===== config.mk =====
export PLATFORM = sky130hd
export DESIGN_NAME = hostirq_ctrl
export DESIGN_NICKNAME = d
export VERILOG_FILES = /design/src/rtl/hostirq_pkg.sv /design/src/rtl/hostirq_status.sv /design/src/rtl/hostirq_msi.sv /design/src/rtl/hostirq_ctrl.sv
export SDC_FILE = /design/constraint.sdc
export NUM_CORES = 1
export LEC_CHECK = 0
export BUFFER_PORTS_ARGS = -buffer_cell sky130_fd_sc_hd__buf_2
export CAP_MARGIN = 20
export CELL_PAD_IN_SITES_DETAIL_PLACEMENT = 0
export CELL_PAD_IN_SITES_GLOBAL_PLACEMENT = 1
export CORE_MARGIN = 2
export CORE_UTILIZATION = 25
export CTS_BUF_LIST = sky130_fd_sc_hd__clkbuf_2 sky130_fd_sc_hd__clkbuf_4 sky130_fd_sc_hd__clkbuf_8
export DETAILED_ROUTE_END_ITERATION = 16
export GPL_TIMING_DRIVEN = 0
export MAX_ROUTING_LAYER = met4
export PLACE_DENSITY = 0.65
export SETUP_SLACK_MARGIN = 0.15
export SLEW_MARGIN = 0
export SYNTH_ARGS = -nofsm -noshare
export SYNTH_HDL_FRONTEND = slang
export SYNTH_SLANG_ARGS = --single-unit

===== constraint.sdc =====
create_clock -name clk -period 2.74 [get_ports clk]
set_input_delay 0.411 -clock clk [delete_from_list [all_inputs] [get_ports clk]]
set_output_delay 0.411 -clock clk [all_outputs]
set_load 0.02 [all_outputs]

===== src/rtl/hostirq_pkg.sv =====
package hostirq_pkg;
    localparam int REG_W  = 32;
    localparam int EVT_W  = 11;
    localparam int CODE_W = 4;
    localparam int ADDR_W = 2;

    localparam logic [EVT_W-1:0] DEF_EVT   = 11'h7E7;
    localparam logic [EVT_W-1:0] CODED_EVT = 11'h1E7;

    localparam logic [ADDR_W-1:0] A_STATUS = 2'd0;
    localparam logic [ADDR_W-1:0] A_MASK   = 2'd1;
    localparam logic [ADDR_W-1:0] A_CTRL   = 2'd2;

    localparam int C_HARD  = 0;
    localparam int C_SOFT  = 1;
    localparam int C_TSDIS = 6;
    localparam int C_IEN   = 7;

    function automatic logic [CODE_W-1:0] evt_code(input int idx);
        case (idx)
            0:       return 4'd4;
            1:       return 4'd5;
            2:       return 4'd6;
            5:       return 4'd9;
            6:       return 4'd10;
            7:       return 4'd11;
            8:       return 4'd12;
            default: return 4'd0;
        endcase
    endfunction
endpackage


===== src/rtl/hostirq_status.sv =====
module hostirq_status
    import hostirq_pkg::*;
#(
    parameter int W = EVT_W
) (
    input  logic         clk,
    input  logic         rst_n,
    input  logic [W-1:0] evt_i,
    input  logic [W-1:0] clr_i,
    input  logic         flush_i,
    output logic [W-1:0] status_o,
    output logic [W-1:0] rise_o
);
    typedef struct packed {
        logic [W-1:0] bits;
    } st_t;

    st_t st_d, st_q;

    always_comb begin
        st_d = st_q;
        if (flush_i) begin
            st_d.bits = '0;
        end else begin
            // an event in the same cycle as a clear wins
            st_d.bits = ((st_q.bits & ~clr_i) | evt_i) & DEF_EVT[W-1:0];
        end
        rise_o = st_d.bits & ~st_q.bits;
    end

    always_ff @(posedge clk or negedge rst_n) begin
        if (!rst_n) st_q <= '0;
        else        st_q <= st_d;
    end

    assign status_o = st_q.bits;
endmodule


===== src/rtl/hostirq_msi.sv =====
module hostirq_msi
    import hostirq_pkg::*;
#(
    parameter int W  = EVT_W,
    parameter int CW = CODE_W
) (
    input  logic          clk,
    input  logic          rst_n,
    input  logic [W-1:0]  rise_i,
    input  logic          flush_i,
    output logic          valid_o,
    output logic [CW-1:0] code_o
);
    typedef struct packed {
        logic [W-1:0] pend;
    } ms_t;

    ms_t ms_d, ms_q;
    logic [W-1:0] grant;
    int           sel;

    // lowest pending bit is served first
    always_comb begin
        grant = '0;
        sel   = 0;
        for (int i = W - 1; i >= 0; i--) begin
            if (ms_q.pend[i]) begin
                grant    = '0;
                grant[i] = 1'b1;
                sel      = i;
            end
        end
    end

    always_comb begin
        ms_d = ms_q;
        if (flush_i) ms_d.pend = '0;
        else         ms_d.pend = (ms_q.pend & ~grant) | (rise_i & CODED_EVT[W-1:0]);
    end

    always_ff @(posedge clk or negedge rst_n) begin
        if (!rst_n) ms_q <= '0;
        else        ms_q <= ms_d;
    end

    assign valid_o = |ms_q.pend;
    assign code_o  = valid_o ? CW'(evt_code(sel)) : '0;
endmodule


===== src/rtl/hostirq_ctrl.sv =====
module hostirq_ctrl
    import hostirq_pkg::*;
(
    input  logic              clk,
    input  logic              rst_n,
    input  logic [EVT_W-1:0]  evt_i,
    input  logic              wr_en_i,
    input  logic [ADDR_W-1:0] addr_i,
    input  logic [REG_W-1:0]  wdata_i,
    output logic [REG_W-1:0]  rdata_o,
    output logic              irq_o,
    output logic              msi_valid_o,
    output logic [CODE_W-1:0] msi_code_o
);
    typedef struct packed {
        logic [EVT_W-1:0] mask;
        logic             ien;
        logic             tsdis;
    } cfg_t;

    cfg_t cfg_d, cfg_q;

    logic             wr_status, wr_mask, wr_ctrl;
    logic             hard_rst, soft_rst, flush;
    logic [EVT_W-1:0] clr_vec, status_w, rise_w, mask_w;
    logic             ien_w;
    logic             unused_wbits;

    assign wr_status = wr_en_i && (addr_i == A_STATUS);
    assign wr_mask   = wr_en_i && (addr_i == A_MASK);
    assign wr_ctrl   = wr_en_i && (addr_i == A_CTRL);
    assign hard_rst  = wr_ctrl && wdata_i[C_HARD];
    assign soft_rst  = wr_ctrl && wdata_i[C_SOFT];
    assign flush     = hard_rst || soft_rst;
    assign clr_vec   = wr_status ? wdata_i[EVT_W-1:0] : '0;
    assign unused_wbits = ^{wdata_i[REG_W-1:EVT_W]};

    always_comb begin
        cfg_d = cfg_q;
        if (hard_rst) begin
            cfg_d = '0;
        end else begin
            if (wr_ctrl) begin
                cfg_d.ien   = wdata_i[C_IEN];
                cfg_d.tsdis = wdata_i[C_TSDIS];
            end
            if (wr_mask) cfg_d.mask = wdata_i[EVT_W-1:0] & DEF_EVT;
        end
    end

    always_ff @(posedge clk or negedge rst_n) begin
        if (!rst_n) begin
            cfg_q.mask  <= DEF_EVT;
            cfg_q.ien   <= 1'b0;
            cfg_q.tsdis <= 1'b0;
        end else begin
            cfg_q <= cfg_d;
        end
    end

    assign mask_w = cfg_q.mask;
    assign ien_w  = cfg_q.ien;

    hostirq_status #(.W(EVT_W)) u_status (
        .clk      (clk),
        .rst_n    (rst_n),
        .evt_i    (evt_i),
        .clr_i    (clr_vec),
        .flush_i  (flush),
        .status_o (status_w),
        .rise_o   (rise_w)
    );

    hostirq_msi #(.W(EVT_W), .CW(CODE_W)) u_msi (
        .clk     (clk),
        .rst_n   (rst_n),
        .rise_i  (rise_w),
        .flush_i (flush),
        .valid_o (msi_valid_o),
        .code_o  (msi_code_o)
    );

    assign irq_o = ien_w && |(status_w & mask_w);

    always_comb begin
        rdata_o = '0;
        case (addr_i)
            A_STATUS: rdata_o = REG_W'(status_w);
            A_MASK:   rdata_o = REG_W'(mask_w);
            A_CTRL: begin
                rdata_o[C_IEN]   = cfg_q.ien;
                rdata_o[C_TSDIS] = cfg_q.tsdis;
            end
            default:  rdata_o = '0;
        endcase
    end
endmodule


==> results of run 1 <==
## logic make-up after synthesis
family	after synthesis
AND/OR/NAND/NOR	77
AO/OA/AOI/OAI	57
buffers and inverters	32
other	1
flip-flops	31
multiplexers	9
## synth_stat cells (2+ instances only)
master,n,share of area
a21oi_1,26,0.072
o31ai_1,2,0.0083
o22ai_1,9,0.031
nand2b_1,6,0.021
nor2_1,35,0.072
nor3b_1,2,0.0083
a22oi_1,2,0.0083
buf_4,23,0.095
mux2i_1,9,0.050
or2b_1,2,0.0083
buf_1,2,0.0041
dfrtp_1,22,0.30
inv_1,3,0.0062
nor2b_1,5,0.017
nand2_1,16,0.033
nor3_1,2,0.0055
o311a_2,3,0.019
dfstp_2,9,0.13
clkbuf_1,4,0.0083
o21ai_0,8,0.022
## flip-flops by register name, indices dropped and copies added (netlist names)
signal / cells
u_msi.ms_q: 11
u_status.status_o: 9
mask_w: 9
cfg_q: 1
ien_w: 1
## power breakdown
| group | total [mW] | internal (mW) | switching, mW |
|---|---|---|---|
| clock | 0.466 | 0.294 | 0.172 |
| sequential | 0.559 | 0.513 | 0.0467 |
| combinational | 0.416 | 0.196 | 0.220 |
## worst max-delay path, stage by stage, from the launching register on
cell      delay (ps)
dfrtp_2          410
or4_4            540
or3_4            340
nand2b_4         150
or4_4            490
nand2_2           80
buf_6            110
## metal layers
layer,vias to the layer above,wire length (µm),GRT usage
met3,2,250,0.02770
met5,-,0,-
met2,50,2334,0.2209
met4,0,17,0.02849
met1,748,2113,0.1660
li1,826,-,-
## timing repair
action,CTS,global route
resized for setup,9,6
setup buffers,5,2
pin swaps,2,1
endpoints found under the hold margin,0,0
setup endpoints to repair,4,4
## worst paths after layout
kind | end | slack (ps) | depth (start not counted)
worst max-delay path | msi_code_o[3] | -70 | 6
worst min-delay path | u_status.status_o[8] | 180 | 1
worst max register to register | u_msi.ms_q[10] | 500 | 7
worst min register to register | cfg_q[0] | 490 | 2
max in group asynchronous | u_msi.ms_q[0] | 2050 | 1
min in group clk | u_status.status_o[9] | 340 | 3
## per-stage QoR
stage	hold slack (ps)	cells
after global placement	469.8	365
after CTS	200.3	378
after global routing	221.4	380
after detailed placement	475.9	365
final	176.5	380
after floorplan	115.4	229
## final cells by class
type | instances | share of cell area
buffer | 29 | 0.08054
sequential | 31 | 0.3258
timing repair buffer | 44 | 0.1100
multi-input combinational | 166 | 0.3795
clock buffer | 6 | 0.03407
inverter | 3 | 0.004646
clock inverter | 2 | 0.01446
tap | 99 | 0.05111
==> impl_results.md, run 1 <==
* Status: finished, violations left
* Failing checks: setup timing
* Xor/xnor share of the synthesized area at 0
* Fmax achieved at about 360 MHz
* Utilization after layout at 0.3396
* Main synth FF type: dfrtp_1
* Post-Synth Simple-Gate Area at 0.2076
* Root Driver: clkbuf_8
* Worst setup SP type: flop
* Mapped Cells at approximately 210
* Clock skew at 4.983 ps
* Placed Area at between 2000 and 2500 µm²
* Worst setup path start: u_msi.ms_q[2]
* Ratio of cells with drive above 1 in the final layout at 0.3488
* Clock-pin slew on the worst setup and hold paths at roughly 70 ps
* Final net count at around 330
* Largest net degree at the start of global routing at 32
* Worst r2r src: u_msi.ms_q[2]
* Most common cell after layout, fill and taps aside: nor2_1
* Total of max-cap violations at 0
* CTS tree: built
* Ys async rst share at 1.000
* Remaining global-route overflow at 0
* RSZ-0062 raised after global routing: yes
* Mux contribution to synthesized area at 0.04966
* Top Ports at 86
* Pleak at about 1.2 nW
* Final Hold Fails at 0
* Post-DP HPWL at 3504 µm
* CTS sink count at 31
* First-pass GRT wire length at about 8000 µm
* Largest family of logic cells by synthesized area: simple AND/OR/NAND/NOR gates
* Final instance area at 2424 µm²
* Synthesis Warnings at 0
* Maximum clock path buffer count at 2
* Post-synth EDFFs at 0
* Worst Hold Class: in -> async
* Total track usage at 0.1325
* Multi-input combinational cell area at a little over 900 µm²
* Synth Area in Compound Gates at 0.1931
* Chip Width at a little under 90 µm
* Max Slew Vio Count at 0
* Avg Inst Size Synth at 8.764 µm²
* Fin crit share at 1.026
* Power Density at ~600 nW/µm²
* DR vias/cell at approximately 4.3
* Hold buffer count at CTS at 0
* Adder-cell share of the synthesized area at 0
* Critical Path AT at roughly 2400 ps
* CP max FO at 2
* Die Y at between 80 and 90 µm
* #FFs+latches synth at 31
* TritonCTS Buffers at 5
* PnR Total Power at about 1.4 mW
* # diodes at 0
* DRT Wirelength at between 4000 and 5000 µm
* Pre-CTS setup slack at -21.97 ps
* H-tree depth at 2
* Post-Syn Area at about 1800 µm²
* CP Data Required Time at approximately 2300 ps
* Seq/Total Area, Yosys at 0.4338
* Buffers on Ports at 37
* Routed via count at approximately 1600
* Antenna violations before repair at 0
* Vias in the first global route at between 1500 and 2000
* Setup CP Type: reg -> out
* Most frequent cells in the layout: nor2_1 (35), buf_2 (33), buf_4 (29), a21oi_1 (26), conb_1 (23)
* Drc violations at 0
* Relative slew margins at 0.5226
* Crit end category: output port
* Area Growth Syn to Fin at 33.59%
* Area occupied by registers at between 700 and 800 µm²
* Detail Route Antenna Nets at 0
* Insertion delay to the later sink of the worst-skew pair at ~280 ps
* Fillers at just under 800
* Initial core utilization at 0.2542
* Core Area at 7137 µm²
* FP Rows at 31
* Final setup fails at 2
* Final Worst Setup Slack at -69.97 ps
* Tightest Pin Transition at about 720 ps
* Gpl congestion at between 0.7 and 0.8
* Crit path time final at about 2800 ps
* Initial DRC Count at slightly above 100
* Final setup TNS at -138.2 ps
* Peak VDD IR at just over 0.3 mV
* First drt pass iteration count at 4
* Drt wl/cell at 12.41 µm
* Post-synth cell types at 37
* Die Footprint at around 8000 µm²
Power figures use the tool's default switching activity.
==> run 2: changes to the inputs <==
--- a/config.mk
+++ b/config.mk
@@ -10,12 +10,12 @@
 export CELL_PAD_IN_SITES_DETAIL_PLACEMENT = 0
 export CELL_PAD_IN_SITES_GLOBAL_PLACEMENT = 1
 export CORE_MARGIN = 2
-export CORE_UTILIZATION = 25
+export CORE_UTILIZATION = 34
 export CTS_BUF_LIST = sky130_fd_sc_hd__clkbuf_2 sky130_fd_sc_hd__clkbuf_4 sky130_fd_sc_hd__clkbuf_8
 export DETAILED_ROUTE_END_ITERATION = 16
 export GPL_TIMING_DRIVEN = 0
 export MAX_ROUTING_LAYER = met4
-export PLACE_DENSITY = 0.65
+export PLACE_DENSITY = 0.84
 export SETUP_SLACK_MARGIN = 0.15
 export SLEW_MARGIN = 0
 export SYNTH_ARGS = -nofsm -noshare
==> run 2 against run 1 <==
- the run still ends with setup timing left
- non-clock buffer count unchanged
- cell area decreased by 2.4%
- sequential power barely moved
- global-route usage grew 3.1 points
- clock-buffer cell count rose by 1
- first-iteration DRC count rose by 53%
- routed wire length up 2.0%
- combinational power decreased by 1%
- die area down 25%
- register-to-register slack better by 150 ps
- critical endpoint unchanged
- largest power group unchanged
- highest routed layer unchanged
==> impl_results.md, run 2 (synthesis gave the netlist of run 1 again) <==
* Status: finished, violations left
* Failing checks: setup timing
* FP Rows at 26 (-16%)
* Crit path time final at 2850 ps (+40.04 ps)
* Worst setup SP type: flop
* # diodes at 0 (unchanged)
* Remaining global-route overflow at 0 (unchanged)
* Clock-pin slew on the worst setup and hold paths at 60 ps (about the same)
* Worst-path cell chain: or4_4, or3_4, nand2b_4, or4_4, nand2_2, buf_6
* CP Data Required Time at 2330 ps (about the same)
* Peak VDD IR at 0.2416 mV (-21%)
* Critical Path AT at 2440 ps (+40 ps)
* Drc violations at 0 (unchanged)
* Most frequent cells in the layout: nor2_1 (35), buf_2 (33), buf_4 (29), a21oi_1 (26), conb_1 (23)
* Non-filler cells, final at 351 (-7.6%)
* Initial DRC Count at 155 (+53%)
* CP max FO at 2 (unchanged)
* Die Footprint at 5936 µm² (-25%)
* Initial core utilization at 0.3530 (+0.09876)
* First-pass GRT wire length at 7452 µm (-4.7%)
* CP peak stage delay at 550 ps (about the same)
* Relative slew margins at 0.5326 (+0.009993)
* CTS tree: built
* Root Driver: clkbuf_8
* Worst setup path start: u_msi.ms_q[2]
* Post-DP HPWL at 3297 µm (-5.9%)
* Most common cell after layout, fill and taps aside: nor2_1
* Power Density at 572.5 nW/µm² (-3.8%)
* Pre-CTS setup slack at -4.776 ps (+17.20 ps)
* Worst Hold Class: in -> async
* DRT Wirelength at 4811 µm (+2.0%)
* Final Worst Setup Slack at -110.0 ps (-40.04 ps)
* Hold buffer count at CTS at 0 (unchanged)
* Routed via count at 1700 (+4.6%)
* Detail Route Antenna Nets at 0 (unchanged)
* Buffers on Ports at 37 (unchanged)
* Area Growth Syn to Fin at 30.41%
* Core Area at 5140 µm² (-28%)
* Maximum clock path buffer count at 2 (unchanged)
* DR vias/cell at 4.843 (+13%)
* Antenna violations before repair at 0 (unchanged)
* Final Hold Fails at 0 (unchanged)
* Dpl cells at 336 (-7.9%)
* Top Ports at 86 (unchanged)
* Ratio of cells with drive above 1 in the final layout at 0.3523 (+0.003559)
* H-tree depth at 2 (unchanged)
* Chip Width at 77.05 µm (-14%)
* Utilization after layout at 0.4603 (+0.1207)
* Tightest Pin Transition at 701.1 ps (-14.99 ps)
* Final instance area at 2366 µm² (-2.4%)
* RSZ-0062 raised after global routing: yes
* Largest net degree at the start of global routing at 32 (unchanged)
* Final net count at 328 (unchanged)
* Setup CP Type: reg -> out
* Clock skew at 9.273 ps (+4.290 ps)
* Biggest register: u_msi.ms_q
* Drt wl/cell at 13.71 µm (+10%)
* Fin crit share at 1.040 (+0.01461)
* Worst r2r src: u_msi.ms_q[2]
* Placed Area at 2170 µm² (-1.6%)
* Insertion delay to the later sink of the worst-skew pair at 280 ps (about the same)
* Die Y at 77.05 µm (-14%)
* Total of max-cap violations at 0 (unchanged)
* Pleak at 1.162 nW (-0.88%)
* Number of flip-flops in the largest register at 11 (unchanged)
* Crit end category: output port
* Gpl congestion at 0.7843 (+3.3%)
* Crit-path slowest cell: or4_4
* Fmax achieved at 350.9 MHz (-1.4%)
* Vias in the first global route at 1584 (+1.3%)
* TritonCTS Buffers at 5 (unchanged)
* First drt pass iteration count at 5 (+1)
* Total track usage at 0.1632 (+0.03074)
* CP dominant cell by count: or4_4
* CTS sink count at 31 (unchanged)
* WHS at 168.1 ps (-8.390 ps)
* Final setup fails at 2 (unchanged)
* Max Slew Vio Count at 0 (unchanged)
run 2: path summary, 6_finish.rpt:
kind,slack [ps],to,depth (start not counted)
setup / recovery,-110,msi_code_o[3],6
hold / removal,170,ien_w,1
setup reg to reg,650,u_msi.ms_q[10],6
hold reg to reg,490,cfg_q[0],2
max in group asynchronous,2070,u_msi.ms_q[2],1
min in group clk,350,u_status.status_o[9],3
run 2: timing repair:
action	in CTS	in global routing
setup endpoints to repair	3	4
gates resized for setup	11	5
buffers inserted	6	1
pin swaps	4	3
run 2: critical path, delay by kind of cell (launching register included):
family                 cells  cell delay [ps]
and+or+nand+nor            5             1640
DFF                        1              400
buffers and inverters      1              110
run 2: power by group:
part / switching [mW] / leakage [nW] / internal, mW
logic: 0.221 / 0.754 / 0.191
registers: 0.0478 / 0.356 / 0.513
clock network: 0.170 / 0.0517 / 0.212
total: 0.439 / 1.16 / 0.916
run 2: per-stage QoR:
stage / total power [mW] / setup TNS, ps
finish: 1.355 / -212.5
global route: 1.421 / -334.9
CTS: 1.339 / -247.9
detailed placement: 0.9148 / -4.776
global placement: 0.9090 / -34.66
floorplan: 0.8084 / 0
run 2: final cells by class:
cell class / instances / area (µm²)
fillers: 534 / 2774
repair buffers: 44 / 266.5
clock inverters: 1 / 5.005
plain buffers: 29 / 195.2
well taps: 70 / 87.58
clock buffers: 7 / 90.09
inverters: 3 / 11.26
flip-flops and latches: 31 / 790.8
multi-input cells: 166 / 919.6
run 2: routing by layer:
layer | share of wire | vias to the layer above | global-route usage
met5 | 0 | - | -
met4 | 0.016 | 0 | 0.05893
met3 | 0.067 | 7 | 0.03059
met2 | 0.47 | 70 | 0.2553
li1 | - | 830 | -
met1 | 0.45 | 793 | 0.2123
==> run 3: changes to the inputs <==
--- a/config.mk
+++ b/config.mk
@@ -7,15 +7,13 @@
 export LEC_CHECK = 0
 export BUFFER_PORTS_ARGS = -buffer_cell sky130_fd_sc_hd__buf_2
 export CAP_MARGIN = 20
-export CELL_PAD_IN_SITES_DETAIL_PLACEMENT = 0
-export CELL_PAD_IN_SITES_GLOBAL_PLACEMENT = 1
 export CORE_MARGIN = 2
-export CORE_UTILIZATION = 34
+export CORE_UTILIZATION = 40
 export CTS_BUF_LIST = sky130_fd_sc_hd__clkbuf_2 sky130_fd_sc_hd__clkbuf_4 sky130_fd_sc_hd__clkbuf_8
 export DETAILED_ROUTE_END_ITERATION = 16
 export GPL_TIMING_DRIVEN = 0
 export MAX_ROUTING_LAYER = met4
-export PLACE_DENSITY = 0.84
+export PLACE_DENSITY = 0.73
 export SETUP_SLACK_MARGIN = 0.15
 export SLEW_MARGIN = 0
 export SYNTH_ARGS = -nofsm -noshare
==> run 3 against run 2 <==
- the flow still finishes with violations (setup timing)
- flip-flop and latch count unchanged
- first-iteration DRC count is 66% lower
- setup slack improved by 23 ps
==> impl_results.md, run 3 (synthesis gave the netlist of run 1 again) <==
* TritonCTS Buffers at 5 (unchanged)
* WHS at 171.8 ps (+3.647 ps)
* CP dominant cell by count: or4_4
* Detail Route Antenna Nets at 0 (unchanged)
* Root Driver: clkbuf_8
* Biggest register: u_msi.ms_q
* Status: finished, violations left
* Maximum clock path buffer count at 2 (unchanged)
* Crit path time final at 2827 ps (-23.13 ps)
* Remaining global-route overflow at 0 (unchanged)
* Post-DP HPWL at 3216 µm (-2.4%)
* Fin crit share at 1.032 (-0.008443)
* Most frequent cells in the layout: nor2_1 (35), buf_2 (33), buf_4 (27), a21oi_1 (26), conb_1 (23)
* Top Ports at 86 (unchanged)
* Drt wl/cell at 13.38 µm (-2.4%)
* FP Rows at 24 (-7.7%)
* Die Y at 71.35 µm (-7.4%)
* Tightest Pin Transition at 700.9 ps (-0.2629 ps)
* DR vias/cell at 4.967 (+2.5%)
* Max Slew Vio Count at 0 (unchanged)
* Worst setup SP type: flop
* Drc violations at 0 (unchanged)
* Total track usage at 0.1894 (+0.02615)
* Core Area at 4354 µm² (-15%)
* Final Worst Setup Slack at -86.88 ps (+23.13 ps)
* RSZ-0062 raised after global routing: yes
* Routed via count at 1644 (-3.3%)
* Number of flip-flops in the largest register at 11 (unchanged)
* Largest net degree at the start of global routing at 32 (unchanged)
* Power Density at 585.6 nW/µm² (+2.3%)
* Final setup TNS at -173.1 ps (+39.43 ps)
* Area Growth Syn to Fin at 28.76%
* Most common cell after layout, fill and taps aside: nor2_1
* CTS sink count at 31 (unchanged)
* Relative slew margins at 0.5328 (about the same)
* Fmax achieved at 353.7 MHz (+0.82%)
* Setup CP Type: reg -> out
* DRT Wirelength at 4429 µm (-7.9%)
* Failing checks: setup timing
* CP peak stage delay at 540 ps (about the same)
* Gpl congestion at 0.7943 (+1.3%)
* CP Data Required Time at 2330 ps (about the same)
* First-pass GRT wire length at 7307 µm (-1.9%)
* CTS tree: built
* Critical Path AT at 2420 ps (-20 ps)
* Antenna violations before repair at 0 (unchanged)
* Cell family with most CP delay: simple AND/OR/NAND/NOR gates
* H-tree depth at 2 (unchanged)
* Worst Hold Class: in -> async
* Buffers on Ports at 37 (unchanged)
* Worst-path cell chain: or4_4, or3_4, nand2b_4, or4_4, nand2_2, buf_6
* Total of max-cap violations at 0 (unchanged)
* Insertion delay to the later sink of the worst-skew pair at 280 ps (about the same)
* Initial core utilization at 0.4167 (+0.06370)
* CP max FO at 3 (+1)
* Clock skew at 5.700 ps (-3.573 ps)
* Ratio of cells with drive above 1 in the final layout at 0.3441 (-0.008227)
* First drt pass iteration count at 5 (unchanged)
* Crit end category: output port
* # diodes at 0 (unchanged)
* Initial DRC Count at 52 (-66%)
* R2r setup slk at 610 ps (-40 ps)
* Final net count at 326 (-0.61%)
* Die Footprint at 5090 µm² (-14%)
* Vias in the first global route at 1573 (-0.69%)
* Utilization after layout at 0.5365 (+0.07617)
* Final Hold Fails at 0 (unchanged)
* Clock-pin slew on the worst setup and hold paths at 60 ps (about the same)
* Peak VDD IR at 0.2923 mV (+21%)
* CP Buf/Inv Count at 1 (unchanged)
* Hold buffer count at CTS at 0 (unchanged)
* Chip Width at 71.35 µm (-7.4%)
* Final setup fails at 2 (unchanged)
* Crit-path slowest cell: or4_4
* Pleak at 1.156 nW (-0.48%)
run 3: what timing repair did:
| action | CTS | global route |
|---|---|---|
| setup endpoints to repair | 2 | 4 |
| gates resized for setup | 9 | 6 |
| buffers inserted | 4 | 1 |
| hold endpoints to repair | 0 | 0 |
| pin swaps | 3 | 1 |
run 3: where the power goes:
part / internal [mW] / total, mW / switching, mW
Combinational: 0.187 / 0.407 / 0.219
Clock: 0.239 / 0.403 / 0.164
Sequential: 0.513 / 0.558 / 0.0458
Total: 0.939 / 1.37 / 0.429
run 3: worst register-to-register path: cells and delay by family (launching register included):
| family | cells | cell delay, ps |
|---|---|---|
| AO/OA/AOI/OAI | 1 | 320 |
| buffers and inverters | 2 | 260 |
| flip-flops | 1 | 410 |
| AND/OR/NAND/NOR | 3 | 1050 |
run 3: per-layer routing:
metal / wire [µm] / part of all wire / GRT usage / vias to the layer above
li1: - / - / - / 822
met1: 1934 / 0.44 / 0.2335 / 763
met2: 2145 / 0.48 / 0.2891 / 50
met3: 267 / 0.060 / 0.05063 / 9
met4: 81 / 0.018 / 0.09015 / 0
met5: 0 / 0 / - / -
run 3: worst paths after layout:
| path | start | to | depth (start not counted) |
|---|---|---|---|
| worst min register to register | u_status.status_o[0] | u_msi.ms_q[0] | 1 |
| worst max register to register | u_msi.ms_q[2] | u_msi.ms_q[10] | 6 |
| max in group asynchronous | rst_n | u_msi.ms_q[2] | 1 |
| worst max-delay path | u_msi.ms_q[2] | msi_code_o[2] | 6 |
| worst min-delay path | rst_n | u_msi.ms_q[10] | 1 |
| min in group clk | evt_i[10] | u_status.status_o[10] | 3 |
run 3: final cells by class:
cell class / instances / area, µm²
clock buffers: 8 / 103.9
fillers: 414 / 2018
repair buffers: 42 / 251.5
inverters: 3 / 11.26
plain buffers: 29 / 195.2
well taps: 52 / 65.06
flip-flops and latches: 31 / 789.5
multi-input cells: 166 / 919.6
run 3: through the flow:
step / power (mW) / instance area, µm² / setup WS (ps) / std cells
after global routing: 1.445 / 2336 / -147.9 / 331
after CTS: 1.349 / 2305 / -125.1 / 330
final: 1.368 / 2336 / -86.88 / 331
after global placement: 0.9044 / 2147 / 12.11 / 318
after floorplan: 0.8084 / 1897 / 141.9 / 229
after detailed placement: 0.9137 / 2147 / -1.715 / 318
